File: config.mk
export PLATFORM = sky130hd
export DESIGN_NAME = prog_count_chan
export DESIGN_NICKNAME = d
export VERILOG_FILES = /design/src/rtl/pcc_pkg.sv /design/src/rtl/pcc_loader.sv /design/src/rtl/pcc_core.sv /design/src/rtl/pcc_outdec.sv /design/src/rtl/prog_count_chan.sv
export SDC_FILE = /design/constraint.sdc
export NUM_CORES = 1
export LEC_CHECK = 0
export BUFFER_PORTS_ARGS = -buffer_cell sky130_fd_sc_hd__buf_4
export CORE_ASPECT_RATIO = 0.5
export CORE_MARGIN = 1
export CORE_UTILIZATION = 35
export CTS_BUF_LIST = sky130_fd_sc_hd__clkbuf_2
export DETAILED_ROUTE_END_ITERATION = 8
export PLACE_DENSITY = 0.62
export SKIP_CTS_REPAIR_TIMING = 1
export SLEW_MARGIN = 20
export SYNTH_ARGS = -nofsm -noshare
export SYNTH_HDL_FRONTEND = slang
export SYNTH_SLANG_ARGS = --single-unit
File: constraint.sdc
create_clock -name clk -period 6.45 [get_ports clk]
set_clock_uncertainty 0.15 [all_clocks]
set_input_delay 0.9675 -clock clk [delete_from_list [all_inputs] [get_ports clk]]
set_output_delay 0.9675 -clock clk [all_outputs]
set_load 0.03 [all_outputs]
File: src/rtl/pcc_pkg.sv
package pcc_pkg;

  typedef enum logic [1:0] {
    MODE_ONESHOT = 2'd0,
    MODE_RATE    = 2'd1,
    MODE_SQUARE  = 2'd2,
    MODE_STROBE  = 2'd3
  } cmode_e;

  function automatic logic is_periodic(cmode_e m);
    return (m == MODE_RATE) || (m == MODE_SQUARE);
  endfunction

endpackage

File: src/rtl/pcc_loader.sv
module pcc_loader
  import pcc_pkg::*;
#(
  parameter int CNT_W = 16,
  localparam int NW = CNT_W + 1
) (
  input  logic          clk,
  input  logic          rst_n,
  input  logic          mode_wr,
  input  cmode_e        mode_in,
  input  logic          rld_wr,
  input  logic [CNT_W-1:0] rld_in,
  input  logic          wrap_evt,
  output cmode_e        mode_q,
  output logic          null_q,
  output logic          run_q,
  output logic          ce_load,
  output logic [NW-1:0] ce_val
);

  logic [NW-1:0] cr_q;
  logic [NW-1:0] n_new;
  logic          refuse, accept, defer, load_imm, load_def;

  function automatic logic [NW-1:0] reload_to_n(logic [CNT_W-1:0] v);
    return (v == '0) ? (NW'(1) << CNT_W) : {1'b0, v};
  endfunction

  always_comb begin
    n_new    = reload_to_n(rld_in);
    refuse   = rld_wr && !mode_wr && is_periodic(mode_q) && (n_new == NW'(1));
    accept   = rld_wr && !mode_wr && !refuse;
    defer    = accept && run_q && is_periodic(mode_q);
    load_imm = accept && !defer;
    load_def = !mode_wr && !accept && null_q && run_q && wrap_evt;
    ce_load  = load_imm || load_def;
    ce_val   = load_imm ? n_new : cr_q;
  end

  always_ff @(posedge clk or negedge rst_n) begin
    if (!rst_n) begin
      mode_q <= MODE_ONESHOT;
      null_q <= 1'b1;
      run_q  <= 1'b0;
      cr_q   <= '0;
    end else if (mode_wr) begin
      mode_q <= mode_in;
      null_q <= 1'b1;
      run_q  <= 1'b0;
    end else if (accept) begin
      cr_q <= n_new;
      if (load_imm) begin
        null_q <= 1'b0;
        run_q  <= 1'b1;
      end else begin
        null_q <= 1'b1;
      end
    end else if (load_def) begin
      null_q <= 1'b0;
    end
  end

  // a mode write leaves the channel stopped with a pending count
  p_mode_stops_r6: assert property (@(posedge clk) disable iff (!rst_n)
    mode_wr |=> (null_q && !run_q));

  // a refused reload touches neither the stored value nor the flags
  p_refuse_keeps_r7: assert property (@(posedge clk) disable iff (!rst_n)
    refuse |=> ($stable(cr_q) && $stable(null_q) && $stable(run_q)));

  // a deferred reload keeps the channel running with null-count set
  p_defer_pending_r8: assert property (@(posedge clk) disable iff (!rst_n)
    defer |=> (run_q && null_q));

endmodule

File: src/rtl/pcc_core.sv
module pcc_core #(
  parameter int CNT_W = 16,
  localparam int NW = CNT_W + 1
) (
  input  logic          clk,
  input  logic          rst_n,
  input  logic          tick,
  input  logic          run,
  input  logic          stop,
  input  logic          periodic,
  input  logic          ce_load,
  input  logic [NW-1:0] ce_val,
  output logic [NW-1:0] ce_q,
  output logic [NW-1:0] elap_q,
  output logic          fired_q,
  output logic          hit_q,
  output logic          wrap_evt
);

  logic          step;
  logic [NW-1:0] elap_nx;
  logic          reach;

  always_comb begin
    step     = tick && run;
    elap_nx  = elap_q + NW'(1);
    reach    = (elap_nx == ce_q);
    wrap_evt = step && periodic && reach;
  end

  always_ff @(posedge clk or negedge rst_n) begin
    if (!rst_n) begin
      ce_q    <= '0;
      elap_q  <= '0;
      fired_q <= 1'b0;
      hit_q   <= 1'b0;
    end else if (stop) begin
      elap_q  <= '0;
      fired_q <= 1'b0;
      hit_q   <= 1'b0;
    end else if (ce_load) begin
      ce_q    <= ce_val;
      elap_q  <= '0;
      fired_q <= 1'b0;
      hit_q   <= 1'b0;
    end else if (step) begin
      if (periodic) begin
        elap_q  <= reach ? '0 : elap_nx;
        fired_q <= 1'b0;
        hit_q   <= 1'b0;
      end else begin
        elap_q  <= elap_nx;
        hit_q   <= reach && !fired_q;
        fired_q <= fired_q || reach;
      end
    end
  end

  // in a periodic mode the elapsed count never reaches the period
  p_period_range_r3: assert property (@(posedge clk) disable iff (!rst_n)
    (run && periodic && !stop && !ce_load && ce_q != '0) |=> (elap_q < ce_q));

  // terminal count, once reached, holds until a write
  p_fired_sticky_r2: assert property (@(posedge clk) disable iff (!rst_n)
    (fired_q && !stop && !ce_load) |=> fired_q);

  // the strobe pulse lasts a single tick interval
  p_strobe_single_r5: assert property (@(posedge clk) disable iff (!rst_n)
    (hit_q && step && !stop && !ce_load) |=> !hit_q);

endmodule

File: src/rtl/pcc_outdec.sv
module pcc_outdec
  import pcc_pkg::*;
#(
  parameter int CNT_W = 16,
  localparam int NW = CNT_W + 1
) (
  input  cmode_e           mode,
  input  logic             run,
  input  logic [NW-1:0]    ce,
  input  logic [NW-1:0]    elap,
  input  logic             fired,
  input  logic             hit,
  output logic             out_pin,
  output logic [CNT_W-1:0] count
);

  function automatic logic [NW-1:0] sq_half(logic [NW-1:0] n);
    return NW'(({1'b0, n} + (NW+1)'(1)) >> 1);
  endfunction

  function automatic logic [NW-1:0] sq_count(logic [NW-1:0] n, logic [NW-1:0] e);
    logic [NW-1:0] h, t;
    h = sq_half(n);
    t = (e >= h) ? (e - h) : e;
    return (n & ~NW'(1)) - (t << 1);
  endfunction

  logic [NW-1:0] half;
  logic [NW-1:0] cnt_full;

  always_comb begin
    half = sq_half(ce);
    unique case (mode)
      MODE_SQUARE: cnt_full = sq_count(ce, elap);
      default:     cnt_full = ce - elap;
    endcase
    count = cnt_full[CNT_W-1:0];

    if (!run) begin
      out_pin = (mode != MODE_ONESHOT);
    end else begin
      unique case (mode)
        MODE_ONESHOT: out_pin = fired;
        MODE_RATE:    out_pin = (elap != (ce - NW'(1)));
        MODE_SQUARE:  out_pin = (elap < half);
        default:      out_pin = !hit;
      endcase
    end
  end

endmodule

File: src/rtl/prog_count_chan.sv
module prog_count_chan
  import pcc_pkg::*;
#(
  parameter int CNT_W = 16,
  localparam int NW = CNT_W + 1
) (
  input  logic             clk,
  input  logic             rst_n,
  input  logic             tick_i,
  input  logic             mode_wr_i,
  input  logic [1:0]       mode_i,
  input  logic             rld_wr_i,
  input  logic [CNT_W-1:0] rld_i,
  output logic             out_o,
  output logic [CNT_W-1:0] count_o,
  output logic             null_o
);

  cmode_e        mode_w;
  logic          null_w, run_w, ce_load_w, wrap_w;
  logic [NW-1:0] ce_val_w, ce_w, elap_w;
  logic          fired_w, hit_w;

  pcc_loader #(.CNT_W(CNT_W)) u_loader (
    .clk     (clk),
    .rst_n   (rst_n),
    .mode_wr (mode_wr_i),
    .mode_in (cmode_e'(mode_i)),
    .rld_wr  (rld_wr_i),
    .rld_in  (rld_i),
    .wrap_evt(wrap_w),
    .mode_q  (mode_w),
    .null_q  (null_w),
    .run_q   (run_w),
    .ce_load (ce_load_w),
    .ce_val  (ce_val_w)
  );

  pcc_core #(.CNT_W(CNT_W)) u_core (
    .clk     (clk),
    .rst_n   (rst_n),
    .tick    (tick_i),
    .run     (run_w),
    .stop    (mode_wr_i),
    .periodic(is_periodic(mode_w)),
    .ce_load (ce_load_w),
    .ce_val  (ce_val_w),
    .ce_q    (ce_w),
    .elap_q  (elap_w),
    .fired_q (fired_w),
    .hit_q   (hit_w),
    .wrap_evt(wrap_w)
  );

  pcc_outdec #(.CNT_W(CNT_W)) u_outdec (
    .mode   (mode_w),
    .run    (run_w),
    .ce     (ce_w),
    .elap   (elap_w),
    .fired  (fired_w),
    .hit    (hit_w),
    .out_pin(out_o),
    .count  (count_o)
  );

  assign null_o = null_w;

  // a stopped channel holds its count while no write arrives
  p_idle_frozen_r6: assert property (@(posedge clk) disable iff (!rst_n)
    (!run_w && !mode_wr_i && !rld_wr_i) |=> $stable(count_o));

  // with no tick and no write, the pin and the count hold
  p_no_tick_hold_r11: assert property (@(posedge clk) disable iff (!rst_n)
    (!tick_i && !mode_wr_i && !rld_wr_i) |=> ($stable(count_o) && $stable(out_o)));

endmodule

[Word-level counts from Yosys, hierarchy flattened]
Cells that the tools add are included.
Storage, ports and cells
  bits in registers: 57
  input port bits: 23
  output and inout port bits: 18
  logic and storage cells: 82
Operators by class
  $add $sub $neg: 6
  $lt $le $gt $ge: 2
  equality and inequality tests: 5
  muxes and demuxes: 26
  bitwise gates (word level): 1
  reduce and logical (&&, ||, !) cells: 34
Operators with widths (count)
  two-way mux 17 bit: 7
  subtractor 16 bit: 2
  adder 17 x 1 -> 18 bit (second input constant): 1
  adder 17 x 1 -> 17 bit (second input constant): 1
  equality test 17 x 1 -> 1 bit (second input constant): 1
  equality test 17 bit: 1
  >= comparator 17 bit: 1
  < comparator 17 bit: 1
  != test 17 bit: 1
  subtractor 17 x 1 -> 17 bit (second input constant): 1
  logical NOT 16 bit: 1
  two-way mux 1 bit: 16
  two-way mux 16 bit: 1
  logical AND 1 bit: 15
  two-way mux 15 bit: 1
  subtractor 15 bit: 1
  logical NOT 1 bit: 6
  AND reduction 2 bit: 3
  nonzero test 2 bit: 3
  nonzero test 3 bit: 2
  logical OR 1 bit: 3
  case mux 1 bit (3 select lines): 1
  equality test 2 x 1 -> 1 bit (second input constant): 1
  equality test 2 bit (second input constant): 1
  2 further kinds: 2

[Depth between registers and ports, before layout]
  depth after elaboration: 14
  depth in mapped cells: 25
  depth with buffers taken out: 23

[By module]
A second synthesis with hierarchy kept.
Second synthesis, totals
  cell total of the unflattened synthesis: 775
  area, all modules: 6565.0 um^2
By module, submodules not included
  pcc_outdec: instances 1, cells each 461, area an instance 3201.8 um^2, sequential area each 0.0 um^2
  pcc_core: instances 1, cells each 225, area an instance 2212.1 um^2, sequential area each 900.9 um^2
  pcc_loader: instances 1, cells each 88, area an instance 1142.3 um^2, sequential area each 526.8 um^2
  prog_count_chan: instances 1, cells each 1, area an instance 8.8 um^2, sequential area each 0.0 um^2

[Worst setup path before layout]
Ideal clock, no wire load.
  path type: register -> output
  start point: register u_core.ce_q[5]
  end point: output port count_o[13]
  arrival: 5.548 ns
  data required time: 5.332 ns
  path slack: -0.216 ns
  stages on the path, launching flop included: 24
  buffers on the path: 3
  cell sequence: dfrtp_1 clkbuf_1 and3_1 nand3_1 nor3_1 nand3_1 xor2_1 ha_1 a211o_1 and3_1 o31ai_1 and4b_1 a21oi_1 clkbuf_1 clkbuf_1 o22ai_1 ha_1 fa_1 nor2b_1 o31a_1 o2111ai_1 a21oi_1 nand2b_1 a21boi_0
On the way
  longest elaborated chain between the ends: 5
  elaborated cells between the ends (all ways): 7
  classes of those cells: 4 x add/sub; 1 x order compare; 2 x mux
Ends and longest elaborated chain
  from (decl): line pcc_core.sv:13  | output logic [NW-1:0] ce_q,
  from (signal assigned): line pcc_core.sv:42  | ce_q <= ce_val;
  adder 17 x 1 -> 18 bit: line pcc_outdec.sv:18  | return NW'(({1'b0, n} + (NW+1)'(1)) >> 1);
  subtractor 15 bit / >= comparator 17 bit (equally long branches): line pcc_outdec.sv:24  | t = (e >= h) ? (e - h) : e;
  two-way mux 15 bit: line pcc_outdec.sv:24
  subtractor 16 bit: line pcc_outdec.sv:25  | return (n & ~NW'(1)) - (t << 1);
  two-way mux 16 bit *: line pcc_outdec.sv:33  | unique case (mode)
  to (decl): line prog_count_chan.sv:15  | output logic [CNT_W-1:0] count_o,
Every way passes the cells marked *; elsewhere a longest branch is shown, timed or not.

[Final worst setup path]
  start point: register u_core.ce_q[1]
  end point: output port count_o[15]
Same word-level chain as after synthesis.

==> metrics <==
status finished with violations; failing checks setup timing; IO Pins 41; Initial DRC Count 456; Inserted Diodes 0; Worst Slack Setup Final -0.0840 ns; setup_tns -0.0840 ns; final setup fails 1; Power per Cell Area 288 mW/mm²; Worst IR Drop VDD 0.000102 V; period utilization 1.01; Detail Route Antenna Nets 0; TritonCTS clock tree built; Residual DRC 0; Initial Util 0.367; fraction of final layout cells sized beyond drive strength 1 0.221; H-tree Lvls 3; Final Instance Count excl. Fillers 1085; r2r startpoint u_core.elap_q[1]; Max clock buf depth 2; Yosys warning total 0; post-place setup slack 0.140 ns; critical path required time 5.33 ns; CTS clk-pin slew, worst paths 0.21 ns; Total GRT Usage 0.212; standard-cell rows 34; Clock Latency Late Sink 0.53 ns; Synthesized Nets 871; Static Leak 3.02 nW; Worst Path Class, Setup reg2out; Adder-Cell Fraction of Synth Area 0.110; simple-gate area share of the yosys netlist 0.221; worst reg2reg endpoint u_core.ce_q[16]; width of the chip 196 µm; CTS buffer count 9; FF/Latch Area 0.00143 mm²; CTS Root Cell clkbuf_2; crit path launch type flip-flop; reg2reg path depth 10; post-DP HPWL 15.7 mm; Slew Limit Fails 0; worst slew margin relative to its limit 0.313; Synth async-reset ratio 1.00; r2r setup slk 1.80 ns; CP Capture Type output pin; Post-synth top flop dfrtp_1; fillcell total 1825; vias in the first global route 5959; Tmin final 6.53 ns; core area 0.0179 mm²; f_max 0.153 GHz; Detailed Routing Iterations Pass 1 7; commonest cells after routing, fill and taps aside buf_4, nor2_1, xnor2_1; first-pass GRT wire length 32.2 mm; Synth Register Bits 57; max-cap viol count 0; crit path from u_core.ce_q[1]; Post-Synthesis Cells 792; dpl cells 1059; largest net degree at the start of global routing 58; Yosys cell types 74; post-synthesis cell area 0.00656 mm²; Hold Slack 0.343 ns; area occupied by multi-input gates 0.00501 mm²; Critical Path AT 5.42 ns; number of flops mapped to enable cells by yosys 0; Via Count 6180; actual slew at the worst max-slew pin 1.02 ns; GR Overflow Total 0; fin nets 925; Die ar. 0.0193 mm²; Synth Area in Compound Gates 0.179; # port buffers 40; mux cell area share after synthesis 0.103; xor/xnor share of the synthesized area 0.122; Hold Path Class in2async; RSZ-0062 raised after global routing true; Total Routed Length 20.2 mm; Vias/cell 5.70; commonest non-fill, non-tap cell in the layout buf_4; total clock sinks 57; Die H 98.8 µm; register area share after synthesis 0.218; largest family of logic cells by synthesized area simple AND/OR/NAND/NOR gates; post-DR wirelength/cell 18.6 µm; initial antenna violation count 0; Max FO, Critical Path 7; Area Growth Syn to Fin 15.7%; GPL Wtd Cong 0.904; Final Hold Fails 0; Mean Syn Cell Area 8.28 µm²; Total Power 2.19 mW
==> layout make-up <==
type / count / area share
clock buffer: 9 / 0.00593
clock inverter: 7 / 0.00939
inverter: 35 / 0.0173
multi-input combinational: 665 / 0.660
sequential: 57 / 0.189
tap: 234 / 0.0386
timing repair buffer: 78 / 0.0803
==> worst max-delay path by stage <==
stage                   to  slack, ns  cells after the start
3_3_place_gp   count_o[15]       0.24                     22
3_5_place_dp   count_o[15]       0.14                     24
4_1_cts        count_o[15]      -0.47                     24
5_1_grt        count_o[15]      -0.38                     24
6_report       count_o[15]      -0.08                     23
2_1_floorplan  count_o[15]       0.02                     25
==> worst max-delay path, stage by stage, from the launching register on <==
cell	delay (ns)
dfrtp_1	0.44
buf_4	0.19
nand3_2	0.15
nor3_4	0.16
nand3_1	0.10
xor2_1	0.16
ha_2	0.32
a211o_1	0.28
and3_4	0.19
o31ai_4	0.25
and4b_1	0.28
a21oi_4	0.10
o22ai_1	0.17
ha_2	0.21
fa_2	0.21
nor2b_1	0.06
o31a_1	0.34
o2111ai_2	0.24
a21oi_2	0.12
buf_4	0.15
a311oi_4	0.30
a41oi_2	0.14
a21bo_2	0.21
buf_6	0.12
==> kinds of logic (layout without fill, tap and decap cells) <==
group,after synthesis,count (layout)
flops,57,57
compound gates,180,180
mux,59,59
xor+xnor,89,89
buf+inv,70,129
simple gates,281,281
fa+ha+maj,56,56
==> Yosys cell counts (12+ instances only) <==
cell type,number,share of area
nand3_1,25,0.019
nor2_1,76,0.043
o21ai_0,40,0.031
nand4_1,15,0.014
a31oi_1,12,0.011
mux2i_1,16,0.024
nand2_1,55,0.031
xor2_1,26,0.035
nor3_1,21,0.016
a21oi_1,47,0.036
inv_1,34,0.019
xnor2_1,62,0.083
mux2_2,35,0.060
clkbuf_1,20,0.011
dfrtp_1,56,0.21
ha_1,53,0.10
==> flip-flops by register name (all words and copies together) (netlist names) <==
signal,flops
u_core.ce_q,17
u_core.elap_q,17
u_core.fired_q,1
u_core.hit_q,1
u_loader.cr_q,17
u_loader.mode_q,2
u_loader.null_q,1
u_loader.run_q,1
==> power by group <==
group          leakage, nW  switching, mW  total [mW]  internal, mW
logic                 2.24          0.863        1.49         0.629
clock network       0.0655          0.160       0.249        0.0884
registers            0.714         0.0401       0.446         0.406
total                 3.02           1.06        2.19          1.12
==> per-layer routing <==
metal  wire (µm)  GRT usage
met5           0          0
met4         257     0.0491
met3        1500     0.0298
met2        8400      0.318
met1       10000      0.319
==> per-stage QoR <==
| step | utilization | instance area [µm²] |
|---|---|---|
| CTS | 0.409 | 7310 |
| floorplan | - | 6570 |
| global route | 0.425 | 7590 |
| detailed placement | 0.403 | 7190 |
| global placement | 0.403 | 7190 |
| finish | 0.425 | 7590 |
(Power assumes the default switching activity.)
